$ cat src/rtl/pgs_pkg.sv
// Shared types for the power-gating sequencer.
// Assumes: one attack sequence is active at a time.
package pgs_pkg;
    typedef enum logic [1:0] {
        ST_IDLE  = 2'd0,
        ST_GATE  = 2'd1,
        ST_POWER = 2'd2,
        ST_WAKE  = 2'd3
    } pgs_state_e;
endpackage

$ cat src/rtl/pgs_arbiter.sv
// Fixed-priority arbiter: returns the lowest index with a pending request.
// Assumes: purely combinational, the caller samples the result when idle.
module pgs_arbiter #(
    parameter int N  = 16,
    localparam int IW = $clog2(N)
) (
    input  logic [N-1:0]  req,
    output logic          valid,
    output logic [IW-1:0] idx
);
    // Scan from the top down so the lowest set index is the last one written.
    always_comb begin
        valid = 1'b0;
        idx   = '0;
        for (int i = N - 1; i >= 0; i--) begin
            if (req[i]) begin
                valid = 1'b1;
                idx   = IW'(i);
            end
        end
    end
endmodule

$ cat src/rtl/pgs_victim_sel.sv
// Victim selector: the powered, active units that an attacker would disturb.
// Assumes: imp holds one N-bit row per attacker; the attacker is never its own victim.
module pgs_victim_sel #(
    parameter int N  = 16,
    localparam int IW = $clog2(N)
) (
    input  logic [N*N-1:0] imp,
    input  logic [IW-1:0]  att,
    input  logic           stop_go,
    input  logic [N-1:0]   active,
    input  logic [N-1:0]   powered,
    output logic [N-1:0]   victims
);
    logic [N-1:0] row;
    logic [N-1:0] self_bit;

    // Pull out the attacker's impact row.
    always_comb begin
        for (int v = 0; v < N; v++) begin
            row[v] = imp[int'(att) * N + v];
        end
    end

    // One-hot of the attacker, used to exclude it from the victims.
    assign self_bit = N'(1) << att;

    // Stop-go widens the candidate set to everyone; only live units qualify.
    always_comb begin
        victims = (stop_go ? {N{1'b1}} : row) & active & powered & ~self_bit;
    end
endmodule

$ cat src/rtl/pgs_phase_timer.sv
// Phase timer: counts cycles within one sequence phase and flags the last one.
// Assumes: last is held constant while run is high within one phase.
module pgs_phase_timer #(
    parameter int CW = 8
) (
    input  logic          clk,
    input  logic          rst_n,
    input  logic          run,
    input  logic [CW-1:0] last,
    output logic          expire
);
    logic [CW-1:0] cnt;

    assign expire = run && (cnt == last);

    // Count up while a phase runs; restart at each phase boundary.
    always_ff @(posedge clk) begin
        if (!rst_n) begin
            cnt <= '0;
        end else if (!run || expire) begin
            cnt <= '0;
        end else begin
            cnt <= cnt + 1'b1;
        end
    end
endmodule

$ cat src/rtl/pgs_sequencer.sv
// Noise-aware power-gating sequencer (top).
// Serves one power on/off request at a time, lowest unit first. It gates the
// victims, flips the power, waits for settling, then releases and acknowledges.
// Assumes: requests are held until acknowledged and dropped in the ack cycle;
// the impact map is stable while reset is low.
module pgs_sequencer #(
    parameter int NUM_UNITS     = 16,
    parameter int GATE_CYCLES   = 100,
    parameter int SETTLE_CYCLES = 200,
    parameter int WAKE_CYCLES   = 100,
    localparam int IW   = $clog2(NUM_UNITS),
    localparam int MAXC = (GATE_CYCLES > SETTLE_CYCLES)
                        ? ((GATE_CYCLES > WAKE_CYCLES) ? GATE_CYCLES : WAKE_CYCLES)
                        : ((SETTLE_CYCLES > WAKE_CYCLES) ? SETTLE_CYCLES : WAKE_CYCLES),
    localparam int CW   = $clog2(MAXC + 1)
) (
    input  logic                           clk,
    input  logic                           rst_n,
    input  logic [NUM_UNITS*NUM_UNITS-1:0] impact_map,
    input  logic                           stop_go,
    input  logic [NUM_UNITS-1:0]           pwr_on_req,
    input  logic [NUM_UNITS-1:0]           pwr_off_req,
    input  logic [NUM_UNITS-1:0]           task_active,
    output logic [NUM_UNITS-1:0]           pwr_en,
    output logic [NUM_UNITS-1:0]           clk_gate,
    output logic [NUM_UNITS-1:0]           req_ack,
    output logic                           busy
);
    import pgs_pkg::*;

    pgs_state_e                     state;
    logic [NUM_UNITS*NUM_UNITS-1:0] imp_q;
    logic [IW-1:0]                  att_q;
    logic [NUM_UNITS-1:0]           pend_on;
    logic [NUM_UNITS-1:0]           pend_off;
    logic                           arb_valid;
    logic [IW-1:0]                  arb_idx;
    logic                           trivial;
    logic [NUM_UNITS-1:0]           victims;
    logic [CW-1:0]                  last;
    logic                           expire;

    // Capture the impact sets only while reset is asserted.
    always_ff @(posedge clk) begin
        if (!rst_n) begin
            imp_q <= impact_map;
        end
    end

    // Pending requests; a unit being acknowledged is masked for that cycle.
    assign pend_on  = pwr_on_req & ~req_ack;
    assign pend_off = pwr_off_req & ~pwr_on_req & ~req_ack;

    pgs_arbiter #(.N(NUM_UNITS)) u_arb (
        .req   (pend_on | pend_off),
        .valid (arb_valid),
        .idx   (arb_idx)
    );

    // A request for the state the unit already has needs no sequence.
    assign trivial = pend_on[arb_idx] ? pwr_en[arb_idx] : ~pwr_en[arb_idx];

    pgs_victim_sel #(.N(NUM_UNITS)) u_vsel (
        .imp     (imp_q),
        .att     (arb_idx),
        .stop_go (stop_go),
        .active  (task_active),
        .powered (pwr_en),
        .victims (victims)
    );

    // Length of the current phase, minus one.
    always_comb begin
        case (state)
            ST_GATE:  last = CW'(GATE_CYCLES - 1);
            ST_POWER: last = CW'(SETTLE_CYCLES - 1);
            ST_WAKE:  last = CW'(WAKE_CYCLES - 1);
            default:  last = '0;
        endcase
    end

    pgs_phase_timer #(.CW(CW)) u_tmr (
        .clk    (clk),
        .rst_n  (rst_n),
        .run    (state != ST_IDLE),
        .last   (last),
        .expire (expire)
    );

    // Sequence control: grant, gate, power flip, settle, release, acknowledge.
    always_ff @(posedge clk) begin
        if (!rst_n) begin
            state    <= ST_IDLE;
            att_q    <= '0;
            pwr_en   <= '0;
            clk_gate <= '0;
            req_ack  <= '0;
        end else begin
            req_ack <= '0;
            case (state)
                ST_IDLE: begin
                    if (arb_valid) begin
                        if (trivial) begin
                            req_ack[arb_idx] <= 1'b1;
                        end else begin
                            att_q    <= arb_idx;
                            clk_gate <= victims;
                            state    <= ST_GATE;
                        end
                    end
                end
                ST_GATE: begin
                    if (expire) begin
                        pwr_en[att_q] <= ~pwr_en[att_q];
                        state         <= ST_POWER;
                    end
                end
                ST_POWER: begin
                    if (expire) begin
                        clk_gate <= '0;
                        state    <= ST_WAKE;
                    end
                end
                default: begin
                    if (expire) begin
                        req_ack[att_q] <= 1'b1;
                        state          <= ST_IDLE;
                    end
                end
            endcase
        end
    end

    assign busy = (state != ST_IDLE);
endmodule

$ cat config.mk
export PLATFORM = sky130hd
export DESIGN_NAME = pgs_sequencer
export DESIGN_NICKNAME = d
export VERILOG_FILES = /design/src/rtl/pgs_pkg.sv /design/src/rtl/pgs_arbiter.sv /design/src/rtl/pgs_victim_sel.sv /design/src/rtl/pgs_phase_timer.sv /design/src/rtl/pgs_sequencer.sv
export SDC_FILE = /design/constraint.sdc
export NUM_CORES = 1
export LEC_CHECK = 0
export BUFFER_PORTS_ARGS = -buffer_cell sky130_fd_sc_hd__buf_2
export CAP_MARGIN = 20
export CORE_MARGIN = 2
export CORE_UTILIZATION = 35
export DETAILED_ROUTE_END_ITERATION = 7
export PLACE_DENSITY_LB_ADDON = 0.3
export SLEW_MARGIN = 20
export SYNTH_ARGS = -nofsm -noshare
export SYNTH_HDL_FRONTEND = slang
export SYNTH_HIERARCHICAL = 1
export SYNTH_SLANG_ARGS = --single-unit
$ cat constraint.sdc
create_clock -name clk -period 11.32 [get_ports clk]
set_input_delay 2.264 -clock clk [delete_from_list [all_inputs] [get_ports clk]]
set_output_delay 2.264 -clock clk [all_outputs]
set_load 0.05 [all_outputs]
# Yosys cells after proc, flatten, opt, wreduce, memory -nomap -nowiden
# Index checks and enable logic that the tools add are counted.
# word_totals
regBits	318
memories	0
ramBits	0
mem_bits_ro	0
latchBits	0
# classes
addsub	16
n_mux	107
eq_ne	8
n_mul	0
div	0
n_reduce_logical	16
shifts	1
n_lt_le_gt_ge	20
bitwise_logic	14
# op_table
operator	n
32-bit by 10-bit < comparator with 1-bit output (second input constant)	15
1-bit binary-select mux with 8-bit select	15
16-bit two-way mux	7
16-bit bitwise AND	6
8-bit by 4-bit adder with 9-bit output (second input constant)	8
4-bit two-way mux	16
16-bit one-hot mux with 2 select lines	2
1-bit two-way mux	53
16-bit NOT	3
8-bit by 3-bit adder with 9-bit output (second input constant)	4
8-bit by 2-bit adder with 9-bit output (second input constant)	2
1-bit binary-select mux with 4-bit select	4
16-bit bitwise mux	1
16-bit bitwise OR	1
8-bit one-hot mux with 2 select lines	1
1-bit by 4-bit left shift with 16-bit output (first input constant)	1
4-bit by 5-bit < comparator with 1-bit output (second input constant)	2
2-bit two-way mux	5
8-bit by 1-bit adder with 9-bit output (second input constant)	1
8-bit by 9-bit < comparator with 1-bit output (second input constant)	1
8-bit by 1-bit adder with 8-bit output (second input constant)	1
1-bit demux with 4-bit select	2
8-bit equality test	1
4-bit by 1-bit greater-or-equal comparator with 1-bit output (second input constant)	2
16 further kinds	28

# Depth between registers and ports, before layout
# Gate-level depths: netlist of run 1.
# logic_depth
depth_word	31
mapped_depth	16
mapped_depth_nobuf	13

# Modules after synthesis
# Netlist of run 1, hierarchy kept.
# modules_own_cells
mod	cells_each	area_each_um2	instances	seq_area_each_um2
pgs_sequencer	626	10809.1	1	8768.4
pgs_victim_sel	200	2267.2	1	0.0
pgs_phase_timer	46	470.5	1	160.2
pgs_arbiter	33	178.9	1	0.0

# Worst setup path before layout of run 1
# No wires, ideal clock.
# synth_timing
path_kind	input to register
from	input rst_n
to	register imp_q[0] (enable)
setup_slack_ps	703
required_ps	10593
arrival_time_ps	9890
cell_stages	3
setup_time_ps	727
path_buffers	2
cell_sequence	inv_1 clkbuf_1 clkbuf_1
# synth_rtl
item	line_no	source
from (decl)	pgs_sequencer.sv:18	input logic rst_n,
to (signal assigned)	pgs_sequencer.sv:46	imp_q <= impact_map;
to (decl)	pgs_sequencer.sv:32	logic [NUM_UNITS*NUM_UNITS-1:0] imp_q;
# No word-level cell between the ends.

# Final worst setup path of run 1
# layout_timing
from	input pwr_on_req[12]
to	register clk_gate[14]
# layout_between
elab_chain_cells	28
# layout_lines
item	line_no	source
from (decl)	pgs_sequencer.sv:21	input logic [NUM_UNITS-1:0] pwr_on_req,
16-bit NOT	pgs_sequencer.sv:52	assign pend_off = pwr_off_req & ~pwr_on_req & ~req_ack;
16-bit bitwise AND (2 in a row)	pgs_sequencer.sv:52	
16-bit bitwise OR (*)	pgs_sequencer.sv:55	.req (pend_on | pend_off),
4-bit two-way mux (*) (13 in a row)	pgs_arbiter.sv:16	if (req[i]) begin
net arb_idx[1]	pgs_sequencer.sv:37	logic [IW-1:0] arb_idx;
8-bit by 4-bit adder with 9-bit output	pgs_victim_sel.sv:20	row[v] = imp[int'(att) * N + v];
1-bit binary-select mux with 8-bit select	pgs_victim_sel.sv:20	
1-bit two-way mux (not written as such) (2 in a row)	pgs_victim_sel.sv:20	
16-bit two-way mux	pgs_victim_sel.sv:29	victims = (stop_go ? {N{1'b1}} : row) & active & powered & ~self_bit;
16-bit bitwise AND (3 in a row)	pgs_victim_sel.sv:29	
16-bit two-way mux	pgs_sequencer.sv:103	if (trivial) begin
16-bit two-way mux	pgs_sequencer.sv:102	if (arb_valid) begin
16-bit one-hot mux with 2 select lines	pgs_sequencer.sv:100	case (state)
to (signal assigned)	pgs_sequencer.sv:107	clk_gate <= victims;
to (decl)	pgs_sequencer.sv:25	output logic [NUM_UNITS-1:0] clk_gate,
# The timed path passes the listed nets; every way through them passes the cells marked *. The select of a mux whose other input is x is not followed.
# A chain may end at the register's enable or synchronous reset.

==> impl_results.md, run 1 <==
- R2R cell count: 12
- R2r setup slk: 7.48 ns
- Gr usage total: 19.5%
- Maximum vdd drop: 0.125 mV
- EDFF count, synth: 256
- Nets: 1573
- Hpwl dp: 29.5 mm
- Yosys top cell area share: 56.0%
- Register area: 0.00893 sq mm
- Largest net degree at the start of global routing: 172
- Arrival @ worst endpoint: 5.83 ns
- Die W: 202 um
- Worst hold margin: 0.464 ns
- Worst Hold Launch: clk_gate[13]
- RSZ-0062 raised after global routing: false
- Worst-skew pair later-pin latency: 0.53 ns
- CTS Root Cell: clkbuf_16
- Placer Congestion: 0.937
- Total die area: 0.0408 sq mm
- # IOs: 356
- Fin. max-slew vios: 0
- Via count of the first global-routing pass: 9803
- Synth unique cells: 73
- Cell Area, Synth: 0.0137 sq mm
- Final hold vios: 0
- Clock skew: 0.0183 ns
- Total CTS buffers: 36
- Worst R2R Start: req_ack[14]
- CTS tree: built
- Crit path launch type: input port
- PostCTS Resize Cnt: 0
- Max Fclk: 185 MHz
- Rel. slew slack: 35.5%
- Register area share after synthesis: 65.1%
- Syn avg cell area: 15.2 sq um
- Port Buffers: 355
- Final ANT Viol Nets: 0
- Synth Warn #: 6
- Commonest non-fill, non-tap cells in the layout: buf_2 (355), edfxtp_1 (256), nor2_1 (88), nand2_1 (77), dfxtp_1 (62)
- Hold Crit Class: reg -> reg
- Final worst-path cycle share: 47.6%
- CORE AREA: 0.0386 sq mm
- Synth Flop Type: edfxtp_1
- Hold-fix buffers, CTS: 0
- Final WL: 40.2 mm
- Fraction of layout cells with a size suffix above 1: 41.1%
- DRT iter0 DRCs: 791
- Vias after detailed routing: 9372
- Crit path launch: pwr_on_req[12]
- Required time worst endpoint: 11.76 ns
- Max-Cap Viols: 0
- DRT Pass-1 Iters: 5
- WL/cell: 22.2 um
- Starting density of the core: 35.5%
- Post-synth top area cell: edfxtp_1
- Global-route wire length before repair: 59.7 mm
- #FFs+latches synth: 318
- PwrDens: 178 mW/mm^2
- P_leak: 0.00634 uW
- Finish-stage setup viols: 0
- Gr ovfl total: 0
- Clock sinks: 318
- Std-Cell Rows: 72
- Die Height: 202 um
- Commonest non-fill, non-tap cell in the layout: buf_2
- Mapped Cells: 905
- Critical path class: in -> reg
- Ranking of synthesized cells by area: edfxtp_1 (56%), mux4_2 (10%), dfxtp_1 (9.0%)
- Crit path time final: 5.39 ns
- Crit. End Element: register
- Placed insts: 1741
- P&R area growth vs syn: 24.6%
- Crit-path max FO: 65
- Status: completed
- Clock transition at path regs: 0.06 ns
- H-tree depth: 2
- Finished Layout Cells: 1811
- Worst-margin pin slew: 0.968 ns
- Post CTS Setup Buffer Count: 0
- Ys async rst share: 0%
- Drc violations: 0
- Setup tns final: 0 ns
- Hold depth: 2
- Hold endpoint: clk_gate[13]
- Fillers: 3580
- Reg-to-reg critical path endpoint: clk_gate[14]
- Via/cell ratio: 5.18
- Multi-input combinational cell area: 0.00450 sq mm
- CTS Buffer Depth: 3
- Initial antenna violation count: 9
## cell type report
cell class,count,area share [%]
diodes,4,0.0585
clock buffers,48,5.65
clock inverters,18,0.724
inverters,16,0.395
multi-input cells,525,26.3
flip-flops and latches,318,52.2
well taps,518,3.79
repair buffers,364,10.9
## sequential cells by signal, summed over array words and instances, names as in the netlist
register / cells
imp_q: 256
clk_gate: 16
pwr_en: 16
req_ack: 16
u_tmr/cnt: 8
att_q: 4
state: 2
## worst max path at each step
stage | end | slack, ns | cells past startpoint
final | clk_gate[14] | 5.93 | 13
after global placement | req_ack[6] | 5.36 | 13
after CTS | clk_gate[14] | 5.86 | 13
after detailed placement | req_ack[6] | 5.31 | 13
after floorplan | imp_q[0] | 0.70 | 3
after global routing | att_q[3] | 5.62 | 13
## synthesized netlist by cell type, types with 11 or more instances
| master | count |
|---|---|
| edfxtp_1 | 256 |
| nor2_1 | 88 |
| nand2_1 | 77 |
| dfxtp_1 | 62 |
| mux4_2 | 61 |
| mux2i_1 | 29 |
| mux2_2 | 18 |
| a21oi_1 | 16 |
| buf_2 | 16 |
| nand3_1 | 16 |
| a22oi_1 | 15 |
| inv_1 | 15 |
| clkbuf_1 | 14 |
| a31oi_1 | 13 |
| a211oi_1 | 12 |
| a221oi_1 | 11 |
| nand2b_1 | 11 |
## worst max-delay path, stage by stage
cell,delay [ns]
buf_2,0.12
nor2_1,0.13
nor2_1,0.08
nor3_1,0.21
o31ai_1,0.12
a31oi_4,0.56
buf_4,0.80
mux4_2,0.43
a22oi_2,0.23
nand3_1,0.10
a31o_2,0.27
nand3_4,0.26
mux2i_1,0.23
## layer usage
| layer | track usage (%) | wire length (um) | vias to the layer above |
|---|---|---|---|
| li1 | - | - | 4286 |
| met1 | 25.0 | 16100 | 4591 |
| met2 | 32.2 | 19500 | 410 |
| met3 | 5.47 | 3460 | 75 |
| met4 | 6.17 | 1150 | 10 |
| met5 | 0 | 69 | - |
## metrics by stage
stage / power (uW) / area (sq um) / util (%) / setup slack, ns
6_report: 3050 / 17100 / 44.3 / 5.93
4_1_cts: 3100 / 17100 / 44.2 / 5.86
5_1_grt: 3190 / 17100 / 44.3 / 5.62
3_5_place_dp: 2000 / 16000 / 41.4 / 5.31
2_1_floorplan: 1840 / 13700 / - / 0.703
3_3_place_gp: 1990 / 16000 / 41.4 / 5.36
## power breakdown
part | internal, uW | total, uW | switching, uW
combinational | 248 | 581 | 333
clock | 627 | 1090 | 460
sequential | 1350 | 1380 | 30.7
total | 2230 | 3050 | 824
## logic make-up (layout without fill, tap and decap cells)
family / after synthesis / count (layout) / synth area share [%]
flops: 318 / 318 / 65.1
other cells: 1 / 6 / 0.0273
mux: 108 / 108 / 13.6
fa+ha+maj: 5 / 5 / 0.456
simple gates: 258 / 258 / 9.34
buf+inv: 63 / 446 / 2.50
xor+xnor: 11 / 11 / 0.757
compound gates: 141 / 141 / 8.27
Power figures use the tool's default switching activity.
==> run 2: changes to the inputs <==
ABC_AREA = 1   (was not set)
clock period = 4.5 ns   (was 11.32 ns; I/O delays follow)
==> impl_results.md, run 2 <==
- Critical path's slowest cell: buf_4
- Setup tns final: 0 ns (unchanged)
- Largest net degree at the start of global routing: 128 (-26%)
- Ranking of synthesized cells by area: edfxtp_1 (52%), nand2_1 (19%), dfxtp_1 (8.5%)
- CP peak stage delay: 0.44 ns (-0.36 ns)
- Fin. max-slew vios: 0 (unchanged)
- Clock skew: 0.0225 ns (+0.00420 ns)
- Placer Congestion: 0.911 (-2.8%)
- CTS Root Cell: clkbuf_16
- Via count of the first global-routing pass: 12200 (+25%)
- Cell Area, Synth: 0.0147 sq mm (+6.9%)
- Final worst-path cycle share: 81.8%
- Most common cell in the netlist: nand2_1
- Global-route wire length before repair: 71.5 mm (+20%)
- DRT Pass-1 Iters: 7 (+2)
- Hpwl dp: 35.0 mm (+19%)
- Total die area: 0.0436 sq mm (+6.8%)
- Top cells by instance count after synthesis: nand2_1 (733), edfxtp_1 (256), nand3_1 (165)
- Final hold vios: 0 (unchanged)
- Hold-fix buffers, CTS: 0 (unchanged)
- Syn avg cell area: 8.87 sq um (-42%)
- # IOs: 356 (unchanged)
- Drc violations: 0 (unchanged)
- EDFF count, synth: 256 (unchanged)
- Max Fclk: 272 MHz
- PwrDens: 491 mW/mm^2 (+180%)
- Ys async rst share: 0% (unchanged)
- H-tree depth: 2 (unchanged)
- Maximum vdd drop: 0.300 mV (+140%)
- Commonest non-fill, non-tap cells in the layout: nand2_1 (733), buf_2 (355), edfxtp_1 (256), nand3_1 (165), inv_1 (120)
- Post CTS Setup Buffer Count: 0 (unchanged)
- Crit path launch type: input port
- Vias after detailed routing: 12500 (+33%)
- Yosys top cell area share: 52.4% (-3.6 points)
- Synth unique cells: 37 (-49%)
- #FFs+latches synth: 318 (unchanged)
- Post-synth top area cell: edfxtp_1
- Total CTS buffers: 37 (+2.8%)
- Die Height: 209 um (+3.3%)
- Commonest non-fill, non-tap cell in the layout: nand2_1
- Mapped Cells: 1655 (+83%)
- Synth Warn #: 6 (unchanged)
- Starting density of the core: 35.2% (-0.28 points)
- WL/cell: 18.7 um (-16%)
- Finish-stage setup viols: 0 (unchanged)
- Arrival @ worst endpoint: 4.16 ns (-1.67 ns)
- Nets: 2314 (+47%)
- CTS tree: built
- Gr usage total: 21.8% (+2.3 points)
- Fraction of layout cells with a size suffix above 1: 23.5% (-18 points)
- Biggest register: imp_q
- Top cell by count, worst path: nand2_1
- Critical path class: in -> reg
- CORE AREA: 0.0417 sq mm (+7.8%)
- P&R area growth vs syn: 24.3%
- Worst-margin pin slew: 0.965 ns (-0.00270 ns)
- Clock transition at path regs: 0.06 ns (about the same)
- R2r setup slk: 0.86 ns (-6.62 ns)
- Final ANT Viol Nets: 0 (unchanged)
- Crit path time final: 3.68 ns
- Crit-path max FO: 33 (-49%)
- Initial antenna violation count: 12 (+3)
- Synth Flop Type: edfxtp_1
- Std-Cell Rows: 75 (+4.2%)
- Placed insts: 2502 (+44%)
- Crit. End Element: register
- Max-Cap Viols: 0 (unchanged)
- Max reg flops: 256 (unchanged)
- Via/cell ratio: 4.86 (-6.0%)
- RSZ-0062 raised after global routing: false
- Rel. slew slack: 35.7% (+0.18 points)
- Worst-skew pair later-pin latency: 0.55 ns (+0.02 ns)
- Port Buffers: 355 (unchanged)
- Final WL: 48.2 mm (+20%)
- Die W: 209 um (+3.3%)
- Gr ovfl total: 0 (unchanged)
- Hold Crit Class: reg -> reg
- DRT iter0 DRCs: 922 (+17%)
- Finished Layout Cells: 2571 (+42%)
- CTS Buffer Depth: 3 (unchanged)
- Pwr Total: 8970 uW (+190%)
- Register area share after synthesis: 60.8% (-4.2 points)
- PostCTS Resize Cnt: 0 (unchanged)
- Clock sinks: 318 (unchanged)
- Required time worst endpoint: 4.97 ns (-6.79 ns)
- P_leak: 0.00842 uW (+33%)
- Fillers: 4122 (+15%)
- Status: completed
run 2: changes by cell type after synthesis, sizes merged, moves of 29 or more:
cell   previous run  this run
nand2            77       737
mux2i            29         0
inv              16       133
nand3            18       169
mux4             61         0
a21oi            17        46
run 2: critical path: cells and delay by family:
| family | cells | cell delay [ns] |
|---|---|---|
| and+or+nand+nor | 26 | 1.85 |
| AOI/OAI and AO/OA | 1 | 0.30 |
| buffers and inverters | 5 | 1.08 |
run 2: per-stage QoR:
step | area [sq um] | setup slack (ns) | hold WS, ns | utilization (%)
6_report | 18200 | 0.820 | 0.506 | 43.8
5_1_grt | 18200 | 0.461 | 0.502 | 43.8
4_1_cts | 18200 | 0.880 | 0.491 | 43.8
3_5_place_dp | 17000 | 0.330 | 0.492 | 40.8
3_3_place_gp | 17000 | 0.313 | 0.476 | 40.8
2_1_floorplan | 14700 | 1.13 | 0.461 | -
run 2: cells by family after synthesis:
family / after synthesis / synth area share, %
buf+inv: 210 / 6.28
xor+xnor: 8 / 0.477
simple gates: 1029 / 28.8
compound gates: 84 / 3.12
other cells: 1 / 0.0255
flops: 318 / 60.8
fa+ha+maj: 5 / 0.426
run 2: final cells by class:
type / count / area (sq um) / area share, %
Antenna cell: 3 / 7.51 / 0.0411
Clock buffer: 42 / 966 / 5.29
Clock inverter: 24 / 285 / 1.56
Inverter: 136 / 520 / 2.85
Multi-Input combinational cell: 1129 / 4860 / 26.6
Sequential cell: 318 / 8930 / 48.9
Tap cell: 539 / 674 / 3.70
Timing Repair Buffer: 380 / 2000 / 11.0
run 2: report_power, final:
group / leakage [uW] / internal [uW] / switching, uW / total [uW]
Combinational: 0.00479 / 626 / 1600 / 2230
Sequential: 0.00301 / 3480 / 145 / 3630
Clock: 0.000617 / 1890 / 1220 / 3110
Total: 0.00842 / 6000 / 2970 / 8970
run 2: layer usage:
| layer | part of all wire [%] | routed length (um) | track usage [%] | vias to the layer above |
|---|---|---|---|---|
| li1 | - | - | - | 6101 |
| met3 | 7.1 | 3440 | 4.30 | 111 |
| met1 | 41 | 19600 | 27.4 | 5778 |
| met4 | 4.2 | 2000 | 10.3 | 18 |
| met5 | 0.24 | 116 | 0 | - |
| met2 | 48 | 23000 | 36.2 | 499 |
run 2: final timing paths:
check	end	depth (start not counted)	from
max reg2reg	clk_gate[2]	32	req_ack[14]
min reg2reg	u_tmr/cnt[0]	1	u_tmr/cnt[0]
max	clk_gate[2]	32	pwr_on_req[14]
min	u_tmr/cnt[0]	1	u_tmr/cnt[0]
